`config.mk`:
```
export PLATFORM = sky130hd
export DESIGN_NAME = hbb_bridge
export DESIGN_NICKNAME = d
export VERILOG_FILES = /design/src/rtl/hbb_pkg.sv /design/src/rtl/hbb_phi_sync.sv /design/src/rtl/hbb_phase_meter.sv /design/src/rtl/hbb_io_decode.sv /design/src/rtl/hbb_cycle_fsm.sv /design/src/rtl/hbb_bridge.sv
export SDC_FILE = /design/constraint.sdc
export NUM_CORES = 1
export LEC_CHECK = 0
export BUFFER_PORTS_ARGS = -buffer_cell sky130_fd_sc_hd__buf_2
export CAP_MARGIN = 20
export CORE_MARGIN = 4
export CORE_UTILIZATION = 55
export DETAILED_ROUTE_END_ITERATION = 10
export PLACE_DENSITY = 0.89
export SLEW_MARGIN = 20
export SYNTH_ARGS = -nofsm -noshare
export SYNTH_HDL_FRONTEND = slang
export SYNTH_SLANG_ARGS = --single-unit
```
`constraint.sdc`:
```
create_clock -name clk -period 5.7 [get_ports clk]
set_clock_uncertainty 0.15 [all_clocks]
set_input_delay 1.14 -clock clk [delete_from_list [all_inputs] [get_ports clk]]
set_output_delay 1.14 -clock clk [all_outputs]
set_load 0.005 [all_outputs]
```
`src/rtl/hbb_pkg.sv`:
```
package hbb_pkg;

    typedef enum logic [2:0] {
        ST_IDLE,
        ST_WAIT_FALL,
        ST_ADDR,
        ST_HIGH,
        ST_DONE
    } cyc_state_e;

endpackage

```
`src/rtl/hbb_phi_sync.sv`:
```
module hbb_phi_sync #(
    parameter int STAGES = 2
) (
    input  logic clk,
    input  logic rst_n,
    input  logic phi_raw,
    output logic phi_s,
    output logic phi_rise,
    output logic phi_fall
);
    localparam int ARM_W = $clog2(STAGES + 2);
    localparam logic [ARM_W-1:0] ARM_DONE = ARM_W'(STAGES + 1);

    typedef struct packed {
        logic [STAGES-1:0] chain;
        logic              prev;
        logic [ARM_W-1:0]  arm;
    } sync_t;

    sync_t sync_d, sync_q;
    logic  armed;

    // Edges are honoured only once the chain and the history flop hold real samples
    assign armed = (sync_q.arm == ARM_DONE);

    always_comb begin
        sync_d       = sync_q;
        sync_d.chain = {sync_q.chain[STAGES-2:0], phi_raw};
        sync_d.prev  = sync_q.chain[STAGES-1];
        if (!armed) begin
            sync_d.arm = sync_q.arm + 1'b1;
        end
    end

    always_ff @(posedge clk or negedge rst_n) begin
        if (!rst_n) begin
            sync_q <= '0;
        end else begin
            sync_q <= sync_d;
        end
    end

    assign phi_s    = sync_q.chain[STAGES-1];
    assign phi_rise = armed &  phi_s & ~sync_q.prev;
    assign phi_fall = armed & ~phi_s &  sync_q.prev;

endmodule

```
`src/rtl/hbb_phase_meter.sv`:
```
module hbb_phase_meter #(
    parameter int CNT_W   = 10,
    parameter int RD_LEAD = 6
) (
    input  logic clk,
    input  logic rst_n,
    input  logic phi_s,
    input  logic phi_rise,
    input  logic phi_fall,
    output logic latch_pt
);
    localparam logic [CNT_W-1:0] CNT_MAX = '1;
    localparam logic [CNT_W-1:0] LEAD    = CNT_W'(RD_LEAD);

    typedef struct packed {
        logic [CNT_W-1:0] hi_cnt;
        logic [CNT_W-1:0] last_high;
        logic             rise_seen;
        logic             len_ok;
    } meter_t;

    meter_t mtr_d, mtr_q;

    always_comb begin
        mtr_d = mtr_q;
        if (phi_s) begin
            mtr_d.hi_cnt = (mtr_q.hi_cnt == CNT_MAX) ? mtr_q.hi_cnt : mtr_q.hi_cnt + 1'b1;
        end else begin
            mtr_d.hi_cnt = '0;
        end
        if (phi_rise) begin
            mtr_d.rise_seen = 1'b1;
        end
        // A length is trusted only when the whole high phase was observed
        if (phi_fall && mtr_q.rise_seen) begin
            mtr_d.last_high = mtr_q.hi_cnt;
            mtr_d.len_ok    = 1'b1;
        end
    end

    always_ff @(posedge clk or negedge rst_n) begin
        if (!rst_n) begin
            mtr_q <= '0;
        end else begin
            mtr_q <= mtr_d;
        end
    end

    assign latch_pt = phi_s && mtr_q.len_ok && (mtr_q.last_high > LEAD)
                      && (mtr_q.hi_cnt == (mtr_q.last_high - LEAD));

endmodule

```
`src/rtl/hbb_io_decode.sv`:
```
module hbb_io_decode #(
    parameter int ADDR_W  = 16,
    parameter int NUM_WIN = 2,
    parameter logic [NUM_WIN*ADDR_W-1:0] WIN_LO = {16'hE800, 16'hC000},
    parameter logic [NUM_WIN*ADDR_W-1:0] WIN_HI = {16'hE80F, 16'hC0FF}
) (
    input  logic [ADDR_W-1:0] addr,
    output logic              hit
);
    logic [NUM_WIN-1:0] win_hit;

    for (genvar g = 0; g < NUM_WIN; g++) begin : g_win
        assign win_hit[g] = (addr >= WIN_LO[g*ADDR_W +: ADDR_W])
                         && (addr <= WIN_HI[g*ADDR_W +: ADDR_W]);
    end

    assign hit = |win_hit;

endmodule

```
`src/rtl/hbb_cycle_fsm.sv`:
```
module hbb_cycle_fsm
    import hbb_pkg::*;
#(
    parameter int ADDR_W = 16,
    parameter int DATA_W = 8
) (
    input  logic              clk,
    input  logic              rst_n,
    input  logic              cpu_req,
    input  logic              io_hit,
    input  logic [ADDR_W-1:0] cpu_addr,
    input  logic              cpu_we,
    input  logic [DATA_W-1:0] cpu_wdata,
    input  logic              phi_rise,
    input  logic              phi_fall,
    input  logic              latch_pt,
    input  logic [DATA_W-1:0] host_d_in,
    output logic              cpu_stall,
    output logic              cpu_done,
    output logic [DATA_W-1:0] cpu_rdata,
    output logic [ADDR_W-1:0] host_a,
    output logic              host_rw,
    output logic [DATA_W-1:0] host_d_out,
    output logic              host_d_oe
);
    typedef struct packed {
        cyc_state_e        state;
        logic [ADDR_W-1:0] addr;
        logic              rw;
        logic [DATA_W-1:0] wdata;
        logic              oe;
        logic [DATA_W-1:0] rdata;
        logic              captured;
    } fsm_t;

    fsm_t fsm_d, fsm_q;
    logic accept;
    logic launch;

    assign accept = (fsm_q.state == ST_IDLE) && cpu_req && io_hit;
    // The CPU is frozen, so its address, direction and data are still valid here
    assign launch = phi_fall && (accept || (fsm_q.state == ST_WAIT_FALL));

    always_comb begin
        fsm_d = fsm_q;
        if (launch) begin
            fsm_d.addr     = cpu_addr;
            fsm_d.rw       = ~cpu_we;
            fsm_d.captured = 1'b0;
            if (cpu_we) begin
                fsm_d.wdata = cpu_wdata;
            end
        end
        unique case (fsm_q.state)
            ST_IDLE: begin
                if (accept) begin
                    fsm_d.state = launch ? ST_ADDR : ST_WAIT_FALL;
                end
            end
            ST_WAIT_FALL: begin
                if (launch) begin
                    fsm_d.state = ST_ADDR;
                end
            end
            ST_ADDR: begin
                if (phi_rise) begin
                    fsm_d.state = ST_HIGH;
                    fsm_d.oe    = ~fsm_q.rw;
                end
            end
            ST_HIGH: begin
                if (phi_fall) begin
                    fsm_d.state = ST_DONE;
                    fsm_d.oe    = 1'b0;
                    fsm_d.rw    = 1'b1;
                    if (fsm_q.rw && !fsm_q.captured) begin
                        fsm_d.rdata = host_d_in;
                    end
                end else if (latch_pt && fsm_q.rw && !fsm_q.captured) begin
                    fsm_d.rdata    = host_d_in;
                    fsm_d.captured = 1'b1;
                end
            end
            ST_DONE: begin
                fsm_d.state = ST_IDLE;
            end
            default: begin
                fsm_d.state = ST_IDLE;
            end
        endcase
    end

    always_ff @(posedge clk or negedge rst_n) begin
        if (!rst_n) begin
            fsm_q       <= '0;
            fsm_q.state <= ST_IDLE;
            fsm_q.rw    <= 1'b1;
        end else begin
            fsm_q <= fsm_d;
        end
    end

    assign cpu_stall  = accept || (fsm_q.state == ST_WAIT_FALL)
                     || (fsm_q.state == ST_ADDR) || (fsm_q.state == ST_HIGH);
    assign cpu_done   = (fsm_q.state == ST_DONE);
    assign cpu_rdata  = fsm_q.rdata;
    assign host_a     = fsm_q.addr;
    assign host_rw    = fsm_q.rw;
    assign host_d_out = fsm_q.wdata;
    assign host_d_oe  = fsm_q.oe;

endmodule

```
`src/rtl/hbb_bridge.sv`:
```
module hbb_bridge #(
    parameter int ADDR_W      = 16,
    parameter int DATA_W      = 8,
    parameter int SYNC_STAGES = 2,
    parameter int CNT_W       = 10,
    parameter int RD_LEAD     = 6,
    parameter int NUM_WIN     = 2,
    parameter logic [NUM_WIN*ADDR_W-1:0] WIN_LO = {16'hE800, 16'hC000},
    parameter logic [NUM_WIN*ADDR_W-1:0] WIN_HI = {16'hE80F, 16'hC0FF}
) (
    input  logic              clk,
    input  logic              rst_n,
    input  logic              cpu_req,
    input  logic [ADDR_W-1:0] cpu_addr,
    input  logic              cpu_we,
    input  logic [DATA_W-1:0] cpu_wdata,
    output logic              cpu_local,
    output logic              cpu_stall,
    output logic              cpu_done,
    output logic [DATA_W-1:0] cpu_rdata,
    input  logic              phi0_in,
    output logic [ADDR_W-1:0] host_a,
    output logic              host_rw,
    output logic [DATA_W-1:0] host_d_out,
    output logic              host_d_oe,
    input  logic [DATA_W-1:0] host_d_in
);
    logic io_hit;
    logic phi_s;
    logic phi_rise;
    logic phi_fall;
    logic latch_pt;

    hbb_io_decode #(
        .ADDR_W (ADDR_W),
        .NUM_WIN(NUM_WIN),
        .WIN_LO (WIN_LO),
        .WIN_HI (WIN_HI)
    ) i_decode (
        .addr(cpu_addr),
        .hit (io_hit)
    );

    hbb_phi_sync #(
        .STAGES(SYNC_STAGES)
    ) i_sync (
        .clk     (clk),
        .rst_n   (rst_n),
        .phi_raw (phi0_in),
        .phi_s   (phi_s),
        .phi_rise(phi_rise),
        .phi_fall(phi_fall)
    );

    hbb_phase_meter #(
        .CNT_W  (CNT_W),
        .RD_LEAD(RD_LEAD)
    ) i_meter (
        .clk     (clk),
        .rst_n   (rst_n),
        .phi_s   (phi_s),
        .phi_rise(phi_rise),
        .phi_fall(phi_fall),
        .latch_pt(latch_pt)
    );

    hbb_cycle_fsm #(
        .ADDR_W(ADDR_W),
        .DATA_W(DATA_W)
    ) i_fsm (
        .clk       (clk),
        .rst_n     (rst_n),
        .cpu_req   (cpu_req),
        .io_hit    (io_hit),
        .cpu_addr  (cpu_addr),
        .cpu_we    (cpu_we),
        .cpu_wdata (cpu_wdata),
        .phi_rise  (phi_rise),
        .phi_fall  (phi_fall),
        .latch_pt  (latch_pt),
        .host_d_in (host_d_in),
        .cpu_stall (cpu_stall),
        .cpu_done  (cpu_done),
        .cpu_rdata (cpu_rdata),
        .host_a    (host_a),
        .host_rw   (host_rw),
        .host_d_out(host_d_out),
        .host_d_oe (host_d_oe)
    );

    assign cpu_local = cpu_req && !io_hit;

endmodule

```
==> results of run 1 <==
metal layers:
layer	vias to the layer above	global-route usage, %	wire [um]
met5	-	0	0
met1	1272	24.3	2880
li1	1232	-	-
met2	70	34.5	3670
met4	0	9.07	158
met3	13	4.52	370
cells by family (layout without fill, tap and decap cells):
kind of cell | after synthesis | in the layout | synth area share [%]
fa+ha+maj | 3 | 3 | 1.08
buf+inv | 50 | 95 | 9.12
xor+xnor | 18 | 18 | 4.52
flops | 65 | 65 | 46.7
simple gates | 104 | 104 | 17.1
mux | 35 | 35 | 11.3
compound gates | 54 | 54 | 10.2
sequential cells by signal, summed over array words and instances (netlist names):
signal and flops:
i_fsm.host_d_oe 1, i_fsm.cpu_rdata 8, i_meter.mtr_q 22, i_sync.sync_d 1, i_sync.phi_s 1, i_sync.sync_q 3
i_fsm.host_a 16, i_fsm.host_rw 1, i_fsm.fsm_q 4, i_fsm.host_d_out 8
through the flow:
stage                     hold WS (ps)  cell area [um^2]  worst slack [ps]  instances  utilization (%)
after global routing               226              3900              1520        449             64.8
final                              205              3900              1610        449             64.8
after global placement             183              3650              1720        433             60.6
after CTS                          208              3900              1600        449             64.8
after floorplan                    181              3490              2070        329                -
after detailed placement           191              3650              1610        433             60.6
power groups by stage:
stage               registers, mW  clock network, mW  logic (mW)
floorplan                   0.629                  0       0.332
global placement            0.639                  0       0.359
detailed placement          0.652                  0       0.375
CTS                         0.643              0.497       0.376
global route                0.657              0.517       0.413
finish                      0.643              0.489       0.371
how the worst min path moves through the flow:
| stage | slack (ps) | cells after the start | endpoint | start |
|---|---|---|---|---|
| final | 200 | 0 | i_sync.phi_s | i_sync.sync_d[4] |
| after detailed placement | 190 | 0 | i_sync.phi_s | i_sync.sync_d[4] |
| after global placement | 180 | 0 | i_sync.phi_s | i_sync.sync_d[4] |
| after floorplan | 180 | 0 | i_sync.phi_s | i_sync.sync_d[4] |
| after CTS | 210 | 0 | i_sync.phi_s | i_sync.sync_d[4] |
| after global routing | 230 | 0 | i_sync.phi_s | i_sync.sync_d[4] |
placed cells by master (no fill, tap or decap), drive strengths merged, types with 4 or more instances in the layout:
cell type,instances
nor4,6
clkbuf,10
o211ai,8
nor2,11
dfrtp,64
mux2,34
inv,5
a211oi,4
nand4,6
nand2,34
or3b,8
nand3,5
buf,74
and3,4
o21ai,17
xnor2,9
nand2b,6
a31oi,13
nor3,6
xor2,9
cell type report:
type / count / area (um^2) / area share [%]
Clock buffer: 10 / 138 / 3.53
Clock inverter: 6 / 113 / 2.88
Inverter: 5 / 18.8 / 0.481
Multi-Input combinational cell: 214 / 1540 / 39.5
Sequential cell: 65 / 1630 / 41.7
Tap cell: 75 / 93.8 / 2.40
Timing Repair Buffer: 74 / 373 / 9.55
==> parameters.txt, run 1 <==
Parameter                              Value

Routing
  DRC    0
  Via count    2,587
  Post-DR vias/cell    between 5 and 6
  Detailed-routing iteration count for the pre-antenna-repair pass    4
  Post-detailed-routing wire length    ~7.1 mm
  Initial drt markers    just under 200
  Residual antenna-violating net count after detailed routing    0
  Routed wirelength normalized by instance count    15.8 um

Logic synthesis
  Area leader, netlist    sky130_fd_sc_hd__dfrtp_1
  Leading cell types by total area after synthesis    sky130_fd_sc_hd__dfrtp_1, sky130_fd_sc_hd__mux2_2, sky130_fd_sc_hd__buf_4
  Cells after Synth    roughly 330
  Number of distinct library cell variants in the gate-level netlist after synthesis    50
  Count leader, synth    sky130_fd_sc_hd__dfrtp_1
  Most common flop cell mapped by yosys    sky130_fd_sc_hd__dfrtp_1
  Number of warnings printed during yosys synthesis    0
  Post-synthesis area per instance    10.6 um^2
  Post-synthesis instance area    roughly 3500 um^2
  Fraction of post-synthesis cell area in the top cell type by area    ~46%
  Post-synthesis register bit count    65
  Net count after synthesis    369
  Top cells by instance count after synthesis    sky130_fd_sc_hd__dfrtp_1, sky130_fd_sc_hd__mux2_2, sky130_fd_sc_hd__nand2_1
  Share of synthesized flip-flops with an asynchronous set or reset    between 90% and 100%
  Part of the Yosys area used for sequential elements    between 40% and 50%
  EDFF count, synth    0

Timing
  Crit path time final    4090 ps
  Final Hold Fails    0
  Finish-stage setup viols    0
  Summed negative setup slack over all endpoints    0 ps
  Max-slew violations    0
  Tightest Pin Transition    about 940 ps
  Normalized max-slew margin    37.3%
  Max Fclk    about 0.24 GHz
  Portion of the clock cycle consumed by the worst path in the final layout    a little under three quarters
  RSZ-0062 raised after global routing    false

Flow run
  Count of maximum capacitance violations    0

Worst setup path
  R2r endpoint    i_fsm.cpu_rdata[7]
  Cell with the most instances on the worst path    sky130_fd_sc_hd__buf_2
  RR Startpoint    i_meter.mtr_q[3]
  Data required time of the critical path    4410 ps
  Number of cell instances on the worst register-to-register path    7
  Source of the critical timing path    cpu_addr[12]
  Worst setup slack for register-to-register paths    around 2900 ps
  Crit-path slowest cell    sky130_fd_sc_hd__or4bb_1
  List of cells traversed by the critical path    buf_2 -> or4bb_1 -> nor3_1 -> a31oi_1 -> or3_1 -> nand2_1 -> buf_2
  Number of buffers and inverters on the critical path    2
  Slowest stage delay, CP    about 500 ps
  CP delay by family, top    simple AND/OR/NAND/NOR gates
  Category of the worst setup path launch point    input port
  Critical path endpoint category    primary output
  Critical path class    input port to primary output
  Worst-path fanout max    4
  Data arrival at the endpoint of the critical path    roughly 2800 ps
  CP endpoint    cpu_stall
  Total stage count of the critical path    7

Global route
  Number of global-route vias before repair    2,612
  Global-route wire length before repair    approximately 12 mm
  Total global routing track utilization    around 20%
  Number of antenna violations at the first check in global routing    0
  Maximum number of pins on one net before global-route repair    66
  Congestion Overflow GR    0

Power and ir drop
  Switching power    around 0.44 mW
  Max rail drop VDD    ~280 uV
  Fraction of power consumed by sequential logic    between 40% and 50%
  Clock network power share    32.5%
  Pint    between 1 and 1.5 mW
  Static leakage    1.85 nW
  Sum of internal, switching and leakage power    between 1.5 and 2 mW
  Proportion of total power due to net switching    just under 30%
  Combinational Power Share    between 20% and 30%
  Pwr dens    approximately 390 nW/um^2

Clock network
  Clock latency of the later-clocked register in the worst-skew pair    350 ps
  Cts-stage hold buffer count    0
  Root Driver    sky130_fd_sc_hd__clkbuf_8
  TritonCTS buffer count    9
  Total of cells resized after clock tree synthesis    0
  Buffers inserted by post-CTS timing repair    0
  Htree depth    3
  Buffer depth of the longest clock path    2
  Clock net sink count    65
  Clock tree from TritonCTS    done
  Clock Pin Slew Worst Setup and Hold Paths    70 ps

Floorplanning
  Die Area    ~7700 um^2
  Core region area    between 6000 and 7000 um^2
  Number of placed I/O pins    74
  Die Height    87.6 um
  Width of the die    around 88 um
  Initial Utilization    57.8%
  Total number of placement rows    28

Min path
  Path class of the lowest-slack min-delay path    flop to flop

Placement
  Number of port buffers    73
  Post-DP HPWL    ~5.1 mm
  Last weighted congestion value of the routability-driven placer    roughly 0.8

Cells and area
  Filler Cell Count    around 440
  Antenna diode count    0
  Synth-to-Final Area Change    12.0%
  Share of final-layout standard cells stronger than drive strength 1    a little over a third
  Final #Nets    409

Outcome
  Result of the run    finished, final reports clean
(Power assumes the default switching activity.)
==> run 2: changes to the inputs <==
==> constraint.sdc (replaced) <==
create_clock -name clk -period 4.2 [get_ports clk]
set_clock_uncertainty 0.15 [all_clocks]
set_input_delay 0.84 -clock clk [delete_from_list [all_inputs] [get_ports clk]]
set_output_delay 0.84 -clock clk [all_outputs]
set_load 0.005 [all_outputs]
==> run 2 against run 1 <==
- register-to-register slack lost 1400 ps
- hold slack lost 2.9 ps
- sequential share of layout area grew 0.71 points
- non-clock buffer count is the same
- power grew 24%
- flip-flop and latch count is the same
- global-route usage shrank 0.56 points
- first-iteration DRC count shrank 20%
- critical endpoint unchanged
- largest cell class unchanged
- largest power group unchanged
==> parameters.txt, run 2 (synthesis results as in run 1) <==
Parameter                              Value

Timing
  Normalized max-slew margin    36.6%
  Finish-stage setup viols    0
  Summed negative setup slack over all endpoints    0 ps
  Max-slew violations    0
  Final Hold Fails    0
  Crit path time final    between 3000 and 4000 ps
  Tightest Pin Transition    around 950 ps
  Max Fclk    ~0.29 GHz
  Portion of the clock cycle consumed by the worst path in the final layout    82.0%
  RSZ-0062 raised after global routing    false

Floorplanning
  Width of the die    just under 90 um
  Total number of placement rows    28
  Number of placed I/O pins    74
  Die Height    ~90 um
  Core region area    6030 um^2
  Initial Utilization    between 50% and 60%
  Die Area    about 7700 um^2

Routing
  DRC    0
  Post-detailed-routing wire length    between 6 and 7 mm
  Via count    2,536
  Routed wirelength normalized by instance count    15.5 um
  Residual antenna-violating net count after detailed routing    0
  Post-DR vias/cell    about 5.6
  Initial drt markers    approximately 160
  Detailed-routing iteration count for the pre-antenna-repair pass    4

Worst setup path
  Number of cell instances on the worst register-to-register path    6
  Cell with the most instances on the worst path    sky130_fd_sc_hd__buf_2
  Source of the critical timing path    cpu_addr[12]
  Data required time of the critical path    3210 ps
  RR Startpoint    i_meter.mtr_q[6]
  Slowest stage delay, CP    about 500 ps
  Data arrival at the endpoint of the critical path    between 2000 and 2500 ps
  Worst-path fanout max    4
  List of cells traversed by the critical path    buf_2 -> or4bb_1 -> nor3_1 -> a31oi_1 -> or3_1 -> nand2_1 -> buf_2
  Critical path class    input port to primary output
  Crit-path slowest cell    sky130_fd_sc_hd__or4bb_1
  CP delay by family, top    simple AND/OR/NAND/NOR gates
  Total stage count of the critical path    7
  Critical path endpoint category    primary output
  Number of buffers and inverters on the critical path    2
  Category of the worst setup path launch point    input port

Clock network
  Root Driver    sky130_fd_sc_hd__clkbuf_8
  Clock Pin Slew Worst Setup and Hold Paths    around 60 ps
  Total of cells resized after clock tree synthesis    0
  Htree depth    3
  Clock latency of the later-clocked register in the worst-skew pair    340 ps
  Buffers inserted by post-CTS timing repair    0
  Clock net sink count    65
  Cts-stage hold buffer count    0
  Clock tree from TritonCTS    done
  Buffer depth of the longest clock path    2
  TritonCTS buffer count    9

Cells and area
  Most common cell after layout, fill and taps aside    sky130_fd_sc_hd__buf_2
  Most frequent cells in the layout    sky130_fd_sc_hd__buf_2, sky130_fd_sc_hd__dfrtp_1, sky130_fd_sc_hd__nand2_1, sky130_fd_sc_hd__mux2_2, sky130_fd_sc_hd__o21ai_0
  Antenna diode count    0
  Share of final-layout standard cells stronger than drive strength 1    about a third
  Synth-to-Final Area Change    10.1%
  Max reg flops    22
  Filler Cell Count    about 460
  Largest register by flop count    i_meter.mtr_q
  Final #Nets    a little over 400

Global route
  Maximum number of pins on one net before global-route repair    37
  Global-route wire length before repair    11.8 mm
  Number of antenna violations at the first check in global routing    0
  Total global routing track utilization    about 20%
  Congestion Overflow GR    0
  Number of global-route vias before repair    2,531

Power and ir drop
  Max rail drop VDD    316 uV
  Static leakage    between 1.5 and 2 nW
  Pwr dens    484 nW/um^2
  Sum of internal, switching and leakage power    1.86 mW

Placement
  Post-DP HPWL    5.02 mm
  Last weighted congestion value of the routability-driven placer    between 0.8 and 0.9
  Number of port buffers    73

Min path
  Number of instances on the worst hold path    0
  Path class of the lowest-slack min-delay path    flop to flop
  Hold wc startpoint    i_sync.sync_d[4]

Outcome
  Result of the run    finished, final reports clean

Flow run
  Count of maximum capacitance violations    0
-- run 2: worst paths after layout --
check / slack, ps / endpoint
worst max-delay path: 760 / cpu_stall
worst min-delay path: 200 / i_sync.phi_s
worst max register to register: 1450 / i_fsm.cpu_rdata[4]
worst min register to register: 200 / i_sync.phi_s
max in group asynchronous: 2570 / i_meter.mtr_q[1]
min in group asynchronous: 430 / i_fsm.host_a[13]
-- run 2: layout make-up --
cell class | count | area [um^2] | share of cell area (%)
clock buffer | 14 | 173 | 4.50
clock inverter | 2 | 12.5 | 0.326
inverter | 5 | 18.8 | 0.489
multi-input combinational | 214 | 1540 | 40.1
sequential | 65 | 1630 | 42.4
tap | 75 | 93.8 | 2.44
timing repair buffer | 74 | 373 | 9.71
-- run 2: metrics by stage --
| step | hold WS, ps | std cells | utilization [%] | instance area, um^2 | worst slack (ps) |
|---|---|---|---|---|---|
| after floorplan | 181 | 329 | - | 3490 | 1170 |
| after global placement | 183 | 433 | 60.6 | 3650 | 823 |
| after detailed placement | 187 | 433 | 60.6 | 3650 | 759 |
| after CTS | 204 | 449 | 63.7 | 3840 | 758 |
| after global routing | 228 | 449 | 63.7 | 3840 | 640 |
| final | 202 | 449 | 63.7 | 3840 | 757 |
-- run 2: metal layers --
layer / global-route usage (%) / up-vias / part of all wire [%]
met5: 0 / - / 0
met2: 32.2 / 67 / 50
li1: - / 1228 / -
met4: 9.76 / 0 / 2.1
met3: 4.42 / 14 / 4.9
met1: 24.4 / 1227 / 43
-- run 2: worst register-to-register path: stages (launching register included) --
cell and delay, ps:
sky130_fd_sc_hd__dfrtp_1 450, sky130_fd_sc_hd__or4_4 580, sky130_fd_sc_hd__nor4_4 160, sky130_fd_sc_hd__xnor2_1 130
sky130_fd_sc_hd__nor4_4 670, sky130_fd_sc_hd__or3b_1 430, sky130_fd_sc_hd__o211ai_1 100
-- run 2: report_power, final --
part / internal [mW] / total (mW) / switching, mW / leakage (nW)
Clock: 0.262 / 0.488 / 0.226 / 0.0927
Combinational: 0.263 / 0.501 / 0.238 / 0.926
Sequential: 0.774 / 0.869 / 0.0955 / 0.793
